**src/rtl/ps_start_pkg.sv**
```systemverilog
package ps_start_pkg;

    localparam int WORD_W = 16;
    localparam int CFG_W  = 7;

    typedef enum logic [2:0] {
        ST_SAMPLE,
        ST_RD_PC,
        ST_RD_PS,
        ST_LOAD,
        ST_RUN,
        ST_CONSOLE,
        ST_HALT
    } seq_state_e;

    typedef enum logic [1:0] {
        OPT_VECTOR   = 2'b00,
        OPT_CONSOLE  = 2'b01,
        OPT_JUMPER   = 2'b10,
        OPT_EXTENDED = 2'b11
    } start_opt_e;

    localparam logic [WORD_W-1:0] VEC_POWERUP = 16'o000024;
    localparam logic [WORD_W-1:0] VEC_NOEXT   = 16'o000010;
    localparam logic [WORD_W-1:0] VEC_HALT    = 16'o000004;
    localparam logic [WORD_W-1:0] FIXED_BOOT  = 16'o173000;

    function automatic logic [WORD_W-1:0] second_word(input logic [WORD_W-1:0] vec);
        return vec + WORD_W'(2);
    endfunction

endpackage

```
**src/rtl/ps_boot_addr.sv**
```systemverilog
module ps_boot_addr
    import ps_start_pkg::*;
#(
    parameter int AW = WORD_W,
    parameter int CW = CFG_W
) (
    input  logic          fixed_sel,
    input  logic [CW-1:0] cfg,
    output logic [AW-1:0] addr
);
    localparam int LOW_W = AW - CW;

    always_comb begin
        if (fixed_sel) addr = AW'(FIXED_BOOT);
        else           addr = {cfg, {LOW_W{1'b0}}};
    end
endmodule

```
**src/rtl/ps_read_timer.sv**
```systemverilog
module ps_read_timer #(
    parameter int LIMIT = 16
) (
    input  logic clk,
    input  logic rst,
    input  logic run,
    input  logic clear,
    output logic expired
);
    localparam int CNT_W = $clog2(LIMIT + 1);
    localparam logic [CNT_W-1:0] LAST = CNT_W'(LIMIT - 1);

    logic [CNT_W-1:0] cnt_q;

    always_ff @(posedge clk) begin
        if (rst || !run || clear) cnt_q <= '0;
        else                      cnt_q <= cnt_q + 1'b1;
    end

    assign expired = run && !clear && (cnt_q == LAST);
endmodule

```
**src/rtl/ps_start_seq.sv**
```systemverilog
module ps_start_seq
    import ps_start_pkg::*;
#(
    parameter int                TIMEOUT_CYC = 16,
    parameter logic [WORD_W-1:0] EXT_START   = 16'o140000
) (
    input  logic              clk,
    input  logic              rst,
    input  logic [1:0]        opt_code,
    input  logic              fixed_boot,
    input  logic [CFG_W-1:0]  boot_cfg,
    input  logic              ext_present,
    input  logic              halt_en,
    input  logic              halt_req,
    input  logic              mem_ack,
    input  logic [WORD_W-1:0] mem_rdata,
    output logic              mem_req,
    output logic [WORD_W-1:0] mem_addr,
    output logic [WORD_W-1:0] pc_out,
    output logic [WORD_W-1:0] ps_out,
    output logic              load_pc,
    output logic              done,
    output logic              console_mode,
    output logic              timeout_err,
    output logic              halted
);
    seq_state_e        state_q;
    logic [WORD_W-1:0] pc_q, ps_q, vec_q, boot_addr;
    logic              done_q, err_q, expired;

    ps_boot_addr #(.AW(WORD_W), .CW(CFG_W)) u_addr (
        .fixed_sel (fixed_boot),
        .cfg       (boot_cfg),
        .addr      (boot_addr)
    );

    ps_read_timer #(.LIMIT(TIMEOUT_CYC)) u_timer (
        .clk     (clk),
        .rst     (rst),
        .run     (mem_req),
        .clear   (mem_ack),
        .expired (expired)
    );

    always_ff @(posedge clk) begin
        if (rst) begin
            state_q <= ST_SAMPLE;
            pc_q    <= '0;
            ps_q    <= '0;
            vec_q   <= '0;
            done_q  <= 1'b0;
            err_q   <= 1'b0;
        end else begin
            unique case (state_q)
                ST_SAMPLE: begin
                    unique case (start_opt_e'(opt_code))
                        OPT_VECTOR: begin
                            vec_q   <= VEC_POWERUP;
                            state_q <= ST_RD_PC;
                        end
                        OPT_CONSOLE: begin
                            done_q  <= 1'b1;
                            state_q <= ST_CONSOLE;
                        end
                        OPT_JUMPER: begin
                            pc_q    <= boot_addr;
                            state_q <= ST_LOAD;
                        end
                        OPT_EXTENDED: begin
                            if (ext_present) begin
                                pc_q    <= EXT_START;
                                state_q <= ST_LOAD;
                            end else begin
                                vec_q   <= VEC_NOEXT;
                                state_q <= ST_RD_PC;
                            end
                        end
                    endcase
                end
                ST_RD_PC: begin
                    if (mem_ack) begin
                        pc_q    <= mem_rdata;
                        state_q <= ST_RD_PS;
                    end else if (expired) begin
                        err_q   <= 1'b1;
                        done_q  <= 1'b1;
                        state_q <= ST_CONSOLE;
                    end
                end
                ST_RD_PS: begin
                    if (mem_ack) begin
                        ps_q    <= mem_rdata;
                        state_q <= ST_LOAD;
                    end else if (expired) begin
                        err_q   <= 1'b1;
                        done_q  <= 1'b1;
                        state_q <= ST_CONSOLE;
                    end
                end
                ST_LOAD: begin
                    done_q  <= 1'b1;
                    state_q <= ST_RUN;
                end
                ST_RUN: begin
                    if (halt_req) begin
                        if (halt_en) begin
                            state_q <= ST_HALT;
                        end else begin
                            vec_q   <= VEC_HALT;
                            state_q <= ST_RD_PC;
                        end
                    end
                end
                default: state_q <= state_q;
            endcase
        end
    end

    assign mem_req      = (state_q == ST_RD_PC) || (state_q == ST_RD_PS);
    assign mem_addr     = (state_q == ST_RD_PS) ? second_word(vec_q) : vec_q;
    assign load_pc      = (state_q == ST_LOAD);
    assign pc_out       = pc_q;
    assign ps_out       = ps_q;
    assign done         = done_q;
    assign console_mode = (state_q == ST_CONSOLE);
    assign timeout_err  = err_q;
    assign halted       = (state_q == ST_HALT);
endmodule

```
**config.mk**
```make
export PLATFORM = sky130hd
export DESIGN_NAME = ps_start_seq
export DESIGN_NICKNAME = d
export VERILOG_FILES = /design/src/rtl/ps_start_pkg.sv /design/src/rtl/ps_boot_addr.sv /design/src/rtl/ps_read_timer.sv /design/src/rtl/ps_start_seq.sv
export SDC_FILE = /design/constraint.sdc
export NUM_CORES = 1
export LEC_CHECK = 0
export BUFFER_PORTS_ARGS = -buffer_cell sky130_fd_sc_hd__buf_4
export CORE_MARGIN = 5
export CORE_UTILIZATION = 35
export CTS_BUF_LIST = sky130_fd_sc_hd__clkbuf_8
export DETAILED_ROUTE_END_ITERATION = 8
export PLACE_DENSITY = 0.6
export SLEW_MARGIN = 15
export SYNTH_ARGS = -nofsm -noshare
export SYNTH_HDL_FRONTEND = slang
export SYNTH_SLANG_ARGS = --single-unit
```
**constraint.sdc**
```tcl
create_clock -name clk -period 2 [get_ports clk]
set_input_delay 0.3 -clock clk [delete_from_list [all_inputs] [get_ports clk]]
set_output_delay 0.3 -clock clk [all_outputs]
set_load 0.05 [all_outputs]
```
## After elaboration in Yosys (flattened, before gate mapping)

Index checks and enable logic that the tools add are counted.

| storage, ports and cells | value |
|---|---|
| flip-flop bits (word level) | 58 |
| logic and storage cells | 73 |

| operators by class | value |
|---|---|
| $add $sub $neg | 2 |
| equality and inequality tests | 20 |
| muxes and demuxes | 23 |
| bitwise logic cells | 1 |
| reductions and logical operators | 20 |

Operators with widths:

| operator | number |
|---|---|
| 16-bit one-hot mux with 2 select lines | 4 |
| 16-bit 2-to-1 mux | 7 |
| 16-bit by 2-bit adder with 16-bit output (second input constant) | 1 |
| 3-bit 2-to-1 mux | 5 |
| 3-bit one-hot mux with 5 select lines | 1 |
| 3-bit one-hot mux with 4 select lines | 1 |
| 3-bit == test (second input constant) | 3 |
| 2-bit inequality test (second input constant) | 4 |
| 4-bit AND reduction | 2 |
| 3-bit by 2-bit == test with 1-bit output (second input constant) | 2 |
| 3-bit by 1-bit inequality test with 1-bit output (second input constant) | 2 |
| 3-bit inequality test (second input constant) | 2 |
| 5-bit by 1-bit adder with 5-bit output (second input constant) | 1 |
| 5-bit by 4-bit == test with 1-bit output (second input constant) | 1 |
| 5-bit AND reduction | 1 |
| 5-bit nonzero test | 1 |
| 2-bit == test (second input constant) | 2 |
| 2-bit by 1-bit inequality test with 1-bit output (second input constant) | 2 |
| 2-bit AND reduction | 2 |
| 2-bit nonzero test | 2 |
| 3-bit by 1-bit == test with 1-bit output (second input constant) | 1 |
| 3-bit logical NOT | 1 |
| 1-bit logical OR | 3 |
| 1-bit 2-to-1 mux | 3 |
| other kinds (10) | 12 |

## Longest topological paths before layout

Gate-level depths: netlist of the first run.

| depth | value |
|---|---|
| depth after elaboration | 7 |
| mapped depth | 7 |

## Hierarchy

From an unflattened synthesis of the first run, not the netlist that was laid out.

| unflattened totals | value |
|---|---|
| cells, all modules | 286 |
| area, all modules | 2452.4 sq um |

By module, submodules not included:

| module | times used | cells an instance | area each (sq um) |
|---|---|---|---|
| ps_start_seq | 1 | 248 | 2117.0 |
| ps_read_timer | 1 | 21 | 220.2 |
| ps_boot_addr | 1 | 17 | 115.1 |

## Least setup slack after synthesis of the first run

No wires, ideal clock.

| timing path | value |
|---|---|
| path kind | register to output |
| start point | register state_q[2] |
| end point | output port halted |
| data arrival time | 1975 ps |
| data required time | 1700 ps |
| slack | -275 ps |
| stages on the path, launching flop included | 4 |
| buffers on the path | 1 |
| cell sequence | dfxtp_1 clkbuf_1 inv_1 nor3b_1 |

| on the way | value |
|---|---|
| word-level cells in the longest chain between the ends | 1 |

RTL lines:

| what | RTL line | source |
|---|---|---|
| start, declared | ps_start_seq.sv:27 | `seq_state_e state_q;` |
| start signal, assigned | ps_start_seq.sv:114 | `default: state_q <= state_q;` |
| 3-bit == test | ps_start_seq.sv:127 | `assign halted = (state_q == ST_HALT);` |
| end, declared | ps_start_seq.sv:25 | `output logic halted` |

Every way passes these cells.

## Worst setup path after layout of the first run

| timing path | value |
|---|---|
| start point | register state_q[1] |
| end point | output port mem_req |

| on the way | value |
|---|---|
| word-level cells in the longest chain between the ends | 2 |
| elaborated cells on any way between the ends | 3 |
| classes of those cells | eq/ne (2); reduce/logical (1) |

RTL lines:

| what | RTL line | source |
|---|---|---|
| 3-bit by 1-bit == test with 1-bit output or 3-bit by 2-bit == test with 1-bit output (tied branches) | ps_start_seq.sv:119 | `assign mem_req = (state_q == ST_RD_PC) \|\| (state_q == ST_RD_PS);` |
| 1-bit logical OR (*) | ps_start_seq.sv:119 |  |
| end, declared | ps_start_seq.sv:17 | `output logic mem_req,` |

Every way passes the cells marked *; elsewhere a longest branch is shown, timed or not.

==> results.sh, run 1 <==
export IMPL_outcome="finished, final reports clean"
export IMPL_hold_path_depth=3
export IMPL_r2r_end="ps_out[7]$_SDFFE_PP0P_"
export IMPL_cts_buffers=5
export IMPL_p_leak_nw=1.15
export IMPL_ys_ff_latch=45
export IMPL_crit_top_cell="buf_4"
export IMPL_path_max_fanout=14
export IMPL_cts_clk_slew_worst_paths_ns=0.09
export IMPL_fp_dieH_um=87.8
export IMPL_finalCriticalPeriod_ns=1.92
export IMPL_finalMaxSlewViolations=0
export IMPL_r2r_cells=5
export IMPL_cp_data_required_time_ns=1.70
export IMPL_via_per_inst=4.93
export IMPL_antenna_found_initial=0
export IMPL_ios=86
export IMPL_rr_startpoint="state_q[2]$_SDFFE_PP0P_"
export IMPL_final_nets=360
export IMPL_fin_skew_ns=0.00718
export IMPL_fmax_ghz=0.522
export IMPL_ys_warn_count=0
export IMPL_holdPathEnd="ps_out[8]$_SDFFE_PP0P_"
export IMPL_hold_buffers=0
export IMPL_fp_coreArea_um2=5890
export IMPL_post_route_period_util=0.959
export IMPL_regArea_um2=902
export IMPL_worst_path_largest_cell_delay_ns=0.48
export IMPL_clockRootBuffer="clkbuf_8"
export IMPL_fillers=620
export IMPL_max_cap_viol_count=0
export IMPL_grt_overflow=0
export IMPL_cts_buffer_depth=2
export IMPL_multi_input_area_um2=1050
export IMPL_portBuffers=73
export IMPL_grt_pass1_vias=1931
export IMPL_tightestPinTransition_ns=0.619
export IMPL_place_hpwl_mm=4.20
export IMPL_drc=0
export IMPL_syn_area_um2=2120
export IMPL_drt_iter0_markers=128
export IMPL_cts_num_sinks=45
export IMPL_setup_violations=0
export IMPL_rows=28
export IMPL_ys_seq_area_frac=0.425
export IMPL_drive_gt1_frac=0.294
export IMPL_dp_cells=394
export IMPL_drt_pass1_iterations=4
export IMPL_min_from="mem_rdata[8]"
export IMPL_worst_slew_margin_rel=0.587
export IMPL_startpoint_type="flip-flop"
export IMPL_routed_wl_mm=5.74
export IMPL_worstPathCellList="buf_4 -> xnor2_1 -> nor2_1 -> buf_4"
export IMPL_slowest_stage="dfxtp_1"
export IMPL_layoutNonFillerInstCount=402
export IMPL_antenna_cells=0
export IMPL_insertion_delay_ns=0.30
export IMPL_crit_path_end_kind="primary output"
export IMPL_track_usage=0.152
export IMPL_syn_area_per_cell_um2=8.15
export IMPL_r2r_slack_ns=0.20
export IMPL_grt_pass1_wl_mm=9.29
export IMPL_hold_viol_final=0
export IMPL_cts_tree="done"
export IMPL_rsz0062_at_grt="false"
export IMPL_dr_total_vias=1983
export IMPL_postRouteAntennaNets=0
export IMPL_powerDensity_nw_per_um2=1040
export IMPL_synth_cell_types=43
export IMPL_die_w_um=87.8
export IMPL_grt_max_degree=45
export IMPL_wl_per_cell_um=14.3
export IMPL_hp_class="in2reg"
export IMPL_area_delta_synth_final_pct=30.3
export IMPL_cp_arrival_ns=1.62
export IMPL_initial_core_util=0.360
export IMPL_synthCells=260
export IMPL_gp_congestion=0.783
export IMPL_tns_ns=0
export IMPL_vdd_drop_max_mv=0.522
export IMPL_crit_type="reg2out"
export IMPL_cts_post_setup_buffers_inserted=0
export IMPL_fp_dieArea_um2=7710
export IMPL_h_tree_depth=2
[power by group]
part	total (W)	internal (W)	leakage [nW]	switching, W
registers	0.00109	0.000999	0.366	0.0000921
logic	0.00120	0.000391	0.739	0.000805
clock network	0.000582	0.000249	0.0445	0.000334
total	0.00287	0.00164	1.15	0.00123
[how the worst max path moves through the flow]
stage	start	endpoint	slack [ns]	cells past startpoint
after floorplan	state_q[2]$_SDFFE_PP0P_	halted	0.21	3
after global placement	state_q[0]$_SDFFE_PP0P_	pc_out[0]$_SDFFE_PP0P_	0.29	4
after detailed placement	state_q[0]$_SDFFE_PP0P_	pc_out[14]$_SDFFE_PP0P_	0.22	5
after CTS	state_q[0]$_SDFFE_PP0P_	mem_req	0.06	4
after global routing	state_q[1]$_SDFFE_PP0P_	mem_req	0.0005	4
final	state_q[1]$_SDFFE_PP0P_	mem_req	0.08	4
[logic make-up (layout without fill, tap and decap cells)]
logic type | after synthesis | count (layout) | share of synthesized area
other | 1 | 12 | 0.00177
buffers and inverters | 38 | 94 | 0.100
AO/OA/AOI/OAI | 60 | 60 | 0.178
AND/OR/NAND/NOR | 111 | 111 | 0.270
adder cells (fa/ha/maj) | 2 | 2 | 0.0118
flip-flops | 45 | 45 | 0.425
XOR/XNOR | 3 | 3 | 0.0124
[cell usage in the layout (no fill, tap or decap), types with 2 or more instances in the layout]
cell type and n:
a2111oi_1 3, a211oi_1 2, a21oi_1 25, a221oi_1 2
a22oi_1 2, and3_1 5, buf_4 80, clkbuf_8 5
conb_1 12, dfxtp_1 44, ha_1 2, inv_1 6
nand2_1 49, nand2b_1 2, nand3_1 2, nand4b_1 11
nor2_1 22, nor2b_1 3, nor3_1 5, nor3b_1 2
o21ai_0 17, o22ai_1 2, xnor2_1 2
[repair_timing]
item,4_1_cts,5_1_grt
endpoints found under the hold margin,0,0
gates resized for setup,0,1
setup endpoints to repair,0,7
[metal layers]
metal	vias up	track usage	wire length, µm
met3	7	0.0536	585
met5	-	0	0
met2	75	0.226	2410
li1	998	-	-
met4	0	0.0502	82
met1	903	0.206	2660
[state kept, by name (all words and copies together) (netlist names)]
signal / cells
pc_out: 16
ps_out: 16
u_timer.cnt_q: 5
state_q: 3
vec_q: 3
done: 1
timeout_err: 1
[cells in the mapped netlist, drive strengths merged]
master   number  area share
nand3         2      0.0047
nand2        49       0.087
a22oi         2      0.0071
a211oi        2      0.0071
a21oi        25       0.059
o21ai        17       0.040
or3b          1      0.0041
nor2         23       0.042
inv           6       0.011
o31ai         2       0.014
xor2          1      0.0041
and2          2      0.0059
and3b         1      0.0041
dfxtp        45        0.43
conb          1      0.0018
nand4b       11       0.045
a221oi        2      0.0083
nor3b         4       0.019
clkbuf       15       0.031
a211o         1      0.0041
a2111oi       4       0.021
nor3          6       0.019
nor4bb        1      0.0047
nor2b         3      0.0089
ha            2       0.012
nand2b        2      0.0059
o21bai        1      0.0035
buf          17       0.058
xnor2         2      0.0083
o221ai        1      0.0041
o22ai         2      0.0059
o32ai         1      0.0041
and3          5       0.015
nand3b        1      0.0035
[final cells by class]
cell class / count / area share
timing repair buffer: 80 / 0.218
clock buffer: 5 / 0.0249
multi-input combinational: 188 / 0.381
inverter: 6 / 0.00816
sequential: 45 / 0.327
clock inverter: 3 / 0.00771
tap: 75 / 0.0340
[per-stage QoR]
| step | utilization | hold WS, ns | total power, W | setup slack, ns | instance area [µm²] |
|---|---|---|---|---|---|
| detailed placement | 0.453 | 0.444 | 0.00231 | 0.223 | 2670 |
| CTS | 0.469 | 0.237 | 0.00289 | 0.0550 | 2760 |
| finish | 0.469 | 0.249 | 0.00287 | 0.0825 | 2760 |
| global route | 0.469 | 0.234 | 0.00303 | 0.000523 | 2760 |
| floorplan | - | 0.418 | 0.00199 | 0.209 | 2160 |
| global placement | 0.453 | 0.436 | 0.00230 | 0.285 | 2670 |
[critical path: cells and delay by family (launching register included)]
kind                   cells  cell delay, ns
XOR/XNOR                   1            0.09
flip-flops                 1            0.48
buffers and inverters      2            0.50
AND/OR/NAND/NOR            1            0.25
No activity file was read; power rests on OpenSTA's default activity.
==> run 2: changes to the inputs <==
Settings changed: PLACE_DENSITY 0.6 to 0.62.
Clock period 2 ns to 1.7 ns, I/O delays scaled along.
==> results.sh, run 2 (synthesis gave the netlist of run 1 again) <==
export IMPL_postRouteAntennaNets=0
export IMPL_setup_violations=0
export IMPL_fillers=617
export IMPL_r2r_cells=7
export IMPL_worst_path_largest_cell_delay_ns=0.42
export IMPL_final_cell_mix="buf_4, nand2_1, dfxtp_1"
export IMPL_routed_wl_mm=5.63
export IMPL_hold_viol_final=0
export IMPL_cts_buffer_depth=2
export IMPL_placed_area_um2=2730
export IMPL_h_tree_depth=2
export IMPL_die_w_um=87.8
export IMPL_fp_dieH_um=87.8
export IMPL_cts_post_setup_buffers_inserted=0
export IMPL_drt_pass1_iterations=4
export IMPL_finalMaxSlewViolations=0
export IMPL_crit_top_cell="buf_6"
export IMPL_via_per_inst=4.95
export IMPL_drc=0
export IMPL_gp_congestion=0.764
export IMPL_max_cap_viol_count=0
export IMPL_area_delta_synth_final_pct=34.7
export IMPL_fp_dieArea_um2=7710
export IMPL_portBuffers=73
export IMPL_startpoint_type="flip-flop"
export IMPL_vdd_drop_max_mv=0.518
export IMPL_initial_core_util=0.360
export IMPL_path_max_fanout=15
export IMPL_insertion_delay_ns=0.30
export IMPL_grt_use_met1=0.191
export IMPL_grt_pass1_vias=1897
export IMPL_outcome="finished, final reports clean"
export IMPL_slowest_stage="dfxtp_1"
export IMPL_rsz0062_at_grt="false"
export IMPL_fin_skew_ns=0.00675
export IMPL_cts_num_sinks=45
export IMPL_worst_slew_margin_rel=0.656
export IMPL_track_usage=0.145
export IMPL_met3_usage=0.0461
export IMPL_cp_arrival_ns=1.37
export IMPL_final_common_cell="buf_4"
export IMPL_post_route_period_util=0.955
export IMPL_hp_class="in2reg"
export IMPL_met2_usage=0.223
export IMPL_drt_iter0_markers=133
export IMPL_finalCriticalPeriod_ns=1.62
export IMPL_antenna_cells=0
export IMPL_dr_total_vias=2021
export IMPL_grt_max_degree=45
export IMPL_fp_coreArea_um2=5890
export IMPL_ios=86
export IMPL_grt_pass1_wl_mm=8.80
export IMPL_drive_gt1_frac=0.330
export IMPL_rows=28
export IMPL_hold_path_depth=3
export IMPL_grt_overflow=0
export IMPL_crit_type="reg2out"
export IMPL_busiest_layer="met2"
export IMPL_powerDensity_nw_per_um2=1210
export IMPL_utilization=0.485
export IMPL_cts_clk_slew_worst_paths_ns=0.09
export IMPL_cp_data_required_time_ns=1.44
export IMPL_tightestPinTransition_ns=0.515
export IMPL_final_nets=367
export IMPL_p_leak_nw=1.19
export IMPL_worstPathCellList="buf_6 -> xnor2_1 -> nor2_2 -> buf_6"
export IMPL_cts_buffers=5
export IMPL_wl_per_cell_um=13.8
export IMPL_crit_path_end_kind="primary output"
export IMPL_final_area_um2=2850
export IMPL_cts_tree="done"
export IMPL_antenna_found_initial=0
export IMPL_place_hpwl_mm=4.12
export IMPL_clockRootBuffer="clkbuf_8"
export IMPL_fmax_ghz=0.616
run 2: worst paths after layout:
path                                                   from                           to  slack (ns)
worst max register to register  u_timer.cnt_q[0]$_SDFF_PP0_            done$_SDFFE_PP0P_        0.14
worst max-delay path                state_q[0]$_SDFFE_PP0P_                      mem_req        0.08
worst min register to register  u_timer.cnt_q[0]$_SDFF_PP0_  u_timer.cnt_q[0]$_SDFF_PP0_        0.42
worst min-delay path                          mem_rdata[13]      ps_out[13]$_SDFFE_PP0P_        0.20
run 2: stage by stage:
stage                     hold slack [ns]  std cells  setup TNS, ns  power [W]  setup slack [ns]
after floorplan                     0.391        271        -0.0335    0.00236           -0.0335
after global placement              0.437        401              0    0.00276           0.00676
after detailed placement            0.445        401         -0.696    0.00278           -0.0868
after CTS                           0.192        408              0    0.00347            0.0125
after global routing                0.193        408              0    0.00364           0.00282
final                               0.200        408              0    0.00345            0.0771
run 2: critical path: cells and delay by family (launching register included):
family / cells / cell delay, ns
XOR/XNOR: 1 / 0.09
buffers and inverters: 2 / 0.39
flip-flops: 1 / 0.42
AND/OR/NAND/NOR: 1 / 0.17
run 2: final cells by class:
class | count | area (µm²) | area share
Sequential cell | 45 | 906 | 0.318
Tap cell | 75 | 93.8 | 0.0329
Clock inverter | 1 | 7.51 | 0.00263
Multi-Input combinational cell | 188 | 1080 | 0.379
Clock buffer | 6 | 82.6 | 0.0289
Inverter | 6 | 22.5 | 0.00789
Timing Repair Buffer | 87 | 661 | 0.232
run 2: layer usage:
| layer | routed length [µm] | share of wire |
|---|---|---|
| met1 | 2610 | 0.46 |
| met2 | 2430 | 0.43 |
| met3 | 515 | 0.092 |
| met4 | 74 | 0.013 |
| met5 | 0 | 0 |
run 2: timing repair:
action,4_1_cts,5_1_grt
hold buffers,0,0
resized for setup,4,8
hold endpoints to repair,0,0
setup endpoints to repair,11,14
run 2: report_power, final:
group | switching [W] | internal [W] | total, W
Combinational | 0.000981 | 0.000522 | 0.00150
Sequential | 0.0000898 | 0.00118 | 0.00127
Clock | 0.000362 | 0.000322 | 0.000683
